$ cat config.mk
export PLATFORM = sky130hd
export DESIGN_NAME = brtgt_select
export DESIGN_NICKNAME = d
export VERILOG_FILES = /design/src/rtl/brtgt_pkg.sv /design/src/rtl/brtgt_next_pc.sv /design/src/rtl/brtgt_decide.sv /design/src/rtl/brtgt_select.sv
export SDC_FILE = /design/constraint.sdc
export NUM_CORES = 1
export LEC_CHECK = 0
export ABC_CLOCK_PERIOD_IN_PS = 2650
export CAP_MARGIN = 10
export CORE_AREA = 2 2 132 134
export CTS_CLUSTER_SIZE = 8
export DETAILED_ROUTE_END_ITERATION = 16
export DIE_AREA = 0 0 134 136
export PLACE_DENSITY = 0.78
export SLEW_MARGIN = 20
export SYNTH_ARGS = -nofsm -noshare
export SYNTH_HDL_FRONTEND = slang
export SYNTH_SLANG_ARGS = --single-unit
$ cat constraint.sdc
create_clock -name clk -period 2.65 [get_ports clk]
set_input_delay 0.265 -clock clk [delete_from_list [all_inputs] [get_ports clk]]
set_output_delay 0.265 -clock clk [all_outputs]
set_load 0.1 [all_outputs]
$ cat src/rtl/brtgt_pkg.sv
package brtgt_pkg;

    // Class flags of one branch
    typedef struct packed {
        logic uncond;
        logic call;
        logic ret;
        logic direct;
    } br_class_t;

    // Which path produced the prediction
    typedef enum logic [2:0] {
        K_SEQ       = 3'd0,  // predicted not taken
        K_RAS       = 3'd1,  // taken return
        K_IMM       = 3'd2,  // unconditional direct call, immediate target
        K_TB        = 3'd3,  // taken, target buffer hit
        K_MISS_FIX  = 3'd4,  // miss on plain branch, direction corrected
        K_MISS_UNDO = 3'd5,  // miss on conditional call, push undone
        K_MISS_KEEP = 3'd6   // miss on unconditional call, push kept
    } sel_kind_t;

    // Output state machine
    typedef enum logic {
        S_IDLE  = 1'b0,
        S_ISSUE = 1'b1
    } out_state_t;

endpackage

$ cat src/rtl/brtgt_next_pc.sv
module brtgt_next_pc #(
    parameter int AW       = 32,
    parameter int INST_BYTES = 4
) (
    input  logic [AW-1:0] pc,
    input  logic [AW-1:0] imm_off,
    output logic [AW-1:0] seq_pc,
    output logic [AW-1:0] imm_pc
);
    localparam logic [AW-1:0] STEP = AW'(INST_BYTES);

    always_comb begin
        seq_pc = pc + STEP;
        imm_pc = pc + imm_off;
    end
endmodule

$ cat src/rtl/brtgt_decide.sv
module brtgt_decide
    import brtgt_pkg::*;
#(
    parameter int AW          = 32,
    parameter int IW          = 4,
    parameter bit IMM_CALL_EN = 1'b1
) (
    input  br_class_t      cls,
    input  logic           dir_taken,
    input  logic           tb_hit,
    input  logic [AW-1:0]  tb_target,
    input  logic [AW-1:0]  ras_top_val,
    input  logic [IW-1:0]  ras_top_idx,
    input  logic [AW-1:0]  seq_pc,
    input  logic [AW-1:0]  imm_pc,
    output sel_kind_t      kind,
    output logic           taken,
    output logic [AW-1:0]  target,
    output logic           push,
    output logic           pop,
    output logic           fix,
    output logic           was_call,
    output logic           pushed,
    output logic           was_ret,
    output logic           used_ras,
    output logic [IW-1:0]  ras_idx,
    output logic [AW-1:0]  ras_val
);
    logic taken_raw;
    logic use_imm;

    // Variant: immediate-target path for unconditional direct calls
    generate
        if (IMM_CALL_EN) begin : g_imm
            assign use_imm = cls.call & cls.uncond & cls.direct;
        end else begin : g_no_imm
            assign use_imm = 1'b0;
        end
    endgenerate

    assign taken_raw = cls.uncond | dir_taken;

    // Path selection, in priority order
    always_comb begin
        if (!taken_raw)        kind = K_SEQ;
        else if (cls.ret)      kind = K_RAS;
        else if (use_imm)      kind = K_IMM;
        else if (tb_hit)       kind = K_TB;
        else if (!cls.call)    kind = K_MISS_FIX;
        else if (!cls.uncond)  kind = K_MISS_UNDO;
        else                   kind = K_MISS_KEEP;
    end

    // Outputs per path
    always_comb begin
        taken    = 1'b0;
        target   = seq_pc;
        push     = 1'b0;
        pop      = 1'b0;
        fix      = 1'b0;
        was_call = 1'b0;
        pushed   = 1'b0;
        was_ret  = cls.ret;
        used_ras = 1'b0;
        ras_idx  = '0;
        ras_val  = '0;
        unique case (kind)
            K_SEQ: begin
                taken = 1'b0;
            end
            K_RAS: begin
                taken    = 1'b1;
                target   = ras_top_val;
                pop      = 1'b1;
                used_ras = 1'b1;
                ras_idx  = ras_top_idx;
                ras_val  = ras_top_val;
            end
            K_IMM: begin
                taken    = 1'b1;
                target   = imm_pc;
                push     = 1'b1;
                was_call = 1'b1;
                pushed   = 1'b1;
            end
            K_TB: begin
                taken    = 1'b1;
                target   = tb_target;
                push     = cls.call;
                was_call = cls.call;
                pushed   = cls.call;
            end
            K_MISS_FIX: begin
                taken = 1'b0;
                fix   = 1'b1;
            end
            K_MISS_UNDO: begin
                taken    = 1'b0;
                push     = 1'b1;
                pop      = 1'b1;
                was_call = 1'b1;
                pushed   = 1'b0;
            end
            K_MISS_KEEP: begin
                taken    = 1'b1;
                push     = 1'b1;
                was_call = 1'b1;
                pushed   = 1'b1;
            end
            default: begin
                taken = 1'b0;
            end
        endcase
    end
endmodule

$ cat src/rtl/brtgt_select.sv
module brtgt_select
    import brtgt_pkg::*;
#(
    parameter int AW          = 32,
    parameter int IW          = 4,
    parameter int INST_BYTES  = 4,
    parameter bit IMM_CALL_EN = 1'b1
) (
    input  logic           clk,
    input  logic           rst_n,
    input  logic           in_valid,
    input  logic [AW-1:0]  in_pc,
    input  logic           in_uncond,
    input  logic           in_call,
    input  logic           in_ret,
    input  logic           in_direct,
    input  logic [AW-1:0]  in_imm_off,
    input  logic           dir_taken,
    input  logic           tb_hit,
    input  logic [AW-1:0]  tb_target,
    input  logic [AW-1:0]  ras_top_val,
    input  logic [IW-1:0]  ras_top_idx,
    output logic           out_valid,
    output logic           out_taken,
    output logic [AW-1:0]  out_target,
    output logic           ras_push,
    output logic [AW-1:0]  ras_push_val,
    output logic           ras_pop,
    output logic           dir_fix,
    output logic           rec_was_call,
    output logic           rec_pushed,
    output logic           rec_was_ret,
    output logic           rec_used_ras,
    output logic [IW-1:0]  rec_ras_idx,
    output logic [AW-1:0]  rec_ras_val
);
    br_class_t     cls;
    logic [AW-1:0] seq_pc, imm_pc;
    sel_kind_t     kind;
    logic          d_taken, d_push, d_pop, d_fix;
    logic          d_was_call, d_pushed, d_was_ret, d_used_ras;
    logic [AW-1:0] d_target, d_ras_val;
    logic [IW-1:0] d_ras_idx;

    out_state_t state_q, state_d;

    assign cls = '{uncond: in_uncond, call: in_call, ret: in_ret, direct: in_direct};

    brtgt_next_pc #(.AW(AW), .INST_BYTES(INST_BYTES)) u_npc (
        .pc      (in_pc),
        .imm_off (in_imm_off),
        .seq_pc  (seq_pc),
        .imm_pc  (imm_pc)
    );

    brtgt_decide #(.AW(AW), .IW(IW), .IMM_CALL_EN(IMM_CALL_EN)) u_dec (
        .cls         (cls),
        .dir_taken   (dir_taken),
        .tb_hit      (tb_hit),
        .tb_target   (tb_target),
        .ras_top_val (ras_top_val),
        .ras_top_idx (ras_top_idx),
        .seq_pc      (seq_pc),
        .imm_pc      (imm_pc),
        .kind        (kind),
        .taken       (d_taken),
        .target      (d_target),
        .push        (d_push),
        .pop         (d_pop),
        .fix         (d_fix),
        .was_call    (d_was_call),
        .pushed      (d_pushed),
        .was_ret     (d_was_ret),
        .used_ras    (d_used_ras),
        .ras_idx     (d_ras_idx),
        .ras_val     (d_ras_val)
    );

    // Next-state logic
    always_comb begin
        state_d = state_q;
        unique case (state_q)
            S_IDLE:  state_d = in_valid ? S_ISSUE : S_IDLE;   // IDLE_TO_ISSUE / IDLE_TO_IDLE
            S_ISSUE: state_d = in_valid ? S_ISSUE : S_IDLE;   // ISSUE_TO_ISSUE / ISSUE_TO_IDLE
            default: state_d = S_IDLE;
        endcase
    end

    // State register
    always_ff @(posedge clk) begin
        if (!rst_n) state_q <= S_IDLE;
        else        state_q <= state_d;
    end

    assign out_valid = (state_q == S_ISSUE);

    // Output register
    always_ff @(posedge clk) begin
        if (!rst_n) begin
            out_taken    <= 1'b0;
            out_target   <= '0;
            ras_push     <= 1'b0;
            ras_push_val <= '0;
            ras_pop      <= 1'b0;
            dir_fix      <= 1'b0;
            rec_was_call <= 1'b0;
            rec_pushed   <= 1'b0;
            rec_was_ret  <= 1'b0;
            rec_used_ras <= 1'b0;
            rec_ras_idx  <= '0;
            rec_ras_val  <= '0;
        end else if (state_d == S_ISSUE) begin
            out_taken    <= d_taken;
            out_target   <= d_target;
            ras_push     <= d_push;
            ras_push_val <= in_pc;
            ras_pop      <= d_pop;
            dir_fix      <= d_fix;
            rec_was_call <= d_was_call;
            rec_pushed   <= d_pushed;
            rec_was_ret  <= d_was_ret;
            rec_used_ras <= d_used_ras;
            rec_ras_idx  <= d_ras_idx;
            rec_ras_val  <= d_ras_val;
        end else begin
            ras_push <= 1'b0;
            ras_pop  <= 1'b0;
            dir_fix  <= 1'b0;
        end
    end
endmodule

# Word-level counts from Yosys, hierarchy flattened
# Index checks and enable logic that the tools add are counted.
# op_classes
add_sub_neg,2
eq_ne,6
n_mux,16
bitwise,3
n_reduce_logical,5
# ops
operator,n
case mux 32 bit (3 select lines),1
adder 32 x 3 -> 32 bit (second input constant),1
adder 32 bit,1
two-way mux 32 bit,1
two-way mux 3 bit,5
equality test 3 bit (second input constant),3
equality test 3 x 2 -> 1 bit (second input constant),2
two-way mux 1 bit,5
two-way mux 4 bit,1
case mux 1 bit (2 select lines),2
OR reduction 2 bit,2
OR reduction 4 bit,1
equality test 3 x 1 -> 1 bit (second input constant),1
OR reduction 3 bit,1
bitwise AND 1 bit,2
two-way mux 2 bit,1
AND reduction 2 bit,1
OR 1 bit,1
# word_totals
register_bits,109
output_inout_bits,109

# Depth between registers and ports, before layout
# logic_depth
word_depth,9
mapped_depth,11
mapped_depth_nobuf,11

# Modules after synthesis
# Synthesis repeated with hierarchy kept, for this count alone.
# hier_totals
cells_unflattened,865
hier_area_um2,7563.5
# by_module_without_submodules
mod,instances,cells_per_inst,area_per_inst_um2,seq_area_each_um2
brtgt_select,1,347,4063.9,2182.1
brtgt_next_pc,1,342,2402.3,0.0
brtgt_decide,1,176,1097.3,0.0

# Worst setup path after synthesis
# Ideal clock, no wire load.
# synth_timing
kind,in2reg
startpoint,in in_pc[16]
endpoint,reg out_target[28]
setup_ps,120
t_arrival_ps,2099
required_ps,2530
setup_slack_ps,431
stages,10
path_cell_list,ha_1 -> buf_2 -> nand4_4 -> nor2_2 -> or4b_1 -> o221ai_2 -> o2111ai_1 -> a21o_1 -> a31oi_1 -> nor2_1
# synth_via
elab_chain_cells,2
# synth_rtl
element,line,text
from (decl),brtgt_select.sv:12,"input logic [AW-1:0] in_pc,"
adder 32 x 3 -> 32 bit or adder 32 bit (tied branches),"brtgt_next_pc.sv:13, brtgt_next_pc.sv:14",
case mux 32 bit (3 select lines) *,brtgt_decide.sv:67,unique case (kind)
to (signal assigned),brtgt_select.sv:114,out_target <= d_target;
to (decl),brtgt_select.sv:25,"output logic [AW-1:0] out_target,"
# Mark *: on every way between the ends. The rest lies on a longest branch, timed or not.
# A chain may end at the register's enable or synchronous reset.

# Final worst setup path
# layout_timing
startpoint,in in_pc[2]
endpoint,reg out_target[31]
# The elaborated chain is that of the path after synthesis.

==> results.tsv <==
metric	value	unit
critPathKind	in2reg	
worstMarginPinSlew	0.567	ns
final_max_slew_viol_count	0	
vdd_drop_max	334	uV
cap_violations	0	
ios	250	
dp_cells	1309	
cpMaxStageDelayCell	clkdlybuf4s50_1	
cts.clk_slew.worst_paths	0.08	ns
drt_pre_antenna_iters	5	
hold_path_class	in2reg	
crit_chain	clkdlybuf4s50_1, ha_1, o211ai_1, o211ai_1, nand3b_1, a211oi_4, o21ai_1, a221oi_1, xnor2_1, o21ai_1	
synth.avg_cell_area	8.46	um2
netlist_instances	776	
grt_usage	26.4	%
worstSetupEndpoint	out_target[31]	
timing.rr.start	out_target[19]	
cts_tree	built	
die-area	18200	um2
grt_pass1_wl	37500	um
vias	7190	
fillers	1514	
maxSlewHeadroom	62.2	%
power_density	522	nW/um2
fin_crit	2.51	ns
wl_per_cell	18.4	um
die_h	136	um
drtAntennaViolNets	0	
path_buf_inv	1	
portBuffers	249	
first_global_vias	6914	
routabilityCongestion	0.941	
core_area	16900	um2
root_buffer	clkbuf_16	
ff_latch_area	2180	um2
postLayoutCoreUtil	59.6	%
yosys.cell_types.count	58	
cts_max_level	3	
clockBufferDepth	2	
finalHoldViolations	0	
start_util	38.9	%
synth_top_area_share	33.3	%
grt_max_degree	39	
yosysMostFrequentCell	dfxtp_1	
cp.arrival	2.77	ns
dp_hpwl	19400	um
cp-start-kind	primary input	
synthArstFlopShare	0	%
worstReg2RegEnd	out_target[19]	
antenna_found_initial	1	
clk_latency	0.37	ns
syn_to_final_growth	53.2	%
fin_setup_tns	0	ns
synth_area_leaders	dfxtp_1, ha_1, a22o_1, mux2i_1, nand2_1	
setup_ws	0.138	ns
critPathTopFamily	compound AO/OA/AOI/OAI gates	
setup_viol	0	
synthFlopType	dfxtp_1	
die_w	134	um
crit_path_end_kind	flip-flop	
multi_input_area	4180	um2
place_ws	-0.238	ns
worstPathRequired	2.91	ns
finalNetCount	1269	
ys_warn_count	0	
cts_sinks	109	
drive_gt1_share	22.5	%
synth_enable_flop_cells	0	
rows	48	
netlist_top_cells_count	dfxtp_1, nand2_1, a21oi_1	
grt_overflow	0	
ff2ff_path_depth	5	
ff2ff_setup_slack	1.59	ns
synthesis.area	6560	um2
drc	0	
wl	24400	um
cts_buffers	9	
syn_nets	950	
synth_seq_cells	109	
seq_area_frac_synth	33.3	%
fin_cells	1326	
critical_path_depth	10	
totalPowerFinal	5.25	mW
fmax	0.398	GHz
outcome	finished clean	
viasPerCell	5.42	
fin_worst_skew	0	ns
p_leak	4.37	nW
ctsHoldBuffers	0	
max_stage_delay	0.51	ns
drt_iter0_drc	524	
post-synth-top-area-cell	dfxtp_1	
crit_fanout	5	
critPathLaunch	in_pc[2]	
period_share	94.8	%
## power by group
| group | internal, mW | switching, mW |
|---|---|---|
| Clock | 0.671 | 0.726 |
| Combinational | 0.740 | 1.33 |
| Sequential | 1.73 | 0.0507 |
| Total | 3.14 | 2.11 |
## layout make-up
type | count | share of cell area [%]
clock inverters | 7 | 0.747
multi-input cells | 602 | 41.6
well taps | 225 | 2.80
flip-flops and latches | 109 | 21.7
repair buffers | 353 | 30.1
diodes | 1 | 0.0249
clock buffers | 9 | 2.24
inverters | 20 | 0.747
## flip-flops by register name, indices dropped and copies added, names as in the netlist, 4 cells and up
name / cells
rec_ras_val: 32
rec_ras_idx: 4
out_target: 32
ras_push_val: 32
## worst min-delay path: cells and delay by family
| family | cells | cell delay, ns |
|---|---|---|
| simple gates | 2 | 0.23 |
| buf+inv | 1 | 0.13 |
## routing by layer
layer,track usage [%],vias to the layer above,wire (um)
met2,42.2,304,11000
met5,0,-,0
met1,35.6,3334,11100
met4,8.39,0,639
li1,-,3514,-
met3,5.44,38,1660
## cell usage in the layout, fill, tap and decap left out, types with 23 or more instances in the layout
cell type,Yosys,layout
nor2b_1,41,39
buf_4,0,211
nor2_1,31,31
nand2_1,77,77
clkdlybuf4s50_1,0,138
mux2i_1,34,34
xnor2_1,26,26
ha_1,32,32
dfxtp_1,109,109
a22o_1,43,43
nand3_1,23,23
xor2_1,23,23
o21ai_0,44,43
a21oi_1,56,55
## cell families after synthesis
family	count (synthesis)	synth area share, %
muxes	34	5.19
buffers and inverters	65	3.81
xor gates and xnor gates	49	6.54
DFF	109	33.3
AOI/OAI and AO/OA	254	26.8
and+or+nand+nor	232	18.0
adders and majority gates	33	6.41
## how the worst min path moves through the flow
stage / from / endpoint / cells after the start
2_1_floorplan: ras_top_idx[0] / rec_ras_idx[0] / 1
3_5_place_dp: out_target[15] / out_target[15] / 2
4_1_cts: rst_n / ras_pop / 3
5_1_grt: rst_n / ras_pop / 3
3_3_place_gp: rec_used_ras / rec_used_ras / 1
6_report: rst_n / ras_pop / 3
## timing repair
action,CTS,global route
setup endpoints to repair,0,7
buffers inserted,0,0
gates resized for setup,0,6
## stage by stage
stage / cell area [um2] / hold slack [ns]
2_1_floorplan: 6560 / 0.391
3_3_place_gp: 9720 / 0.436
3_5_place_dp: 9720 / 0.443
4_1_cts: 10000 / 0.304
5_1_grt: 10100 / 0.337
6_report: 10100 / 0.310
(Power assumes the default switching activity.)
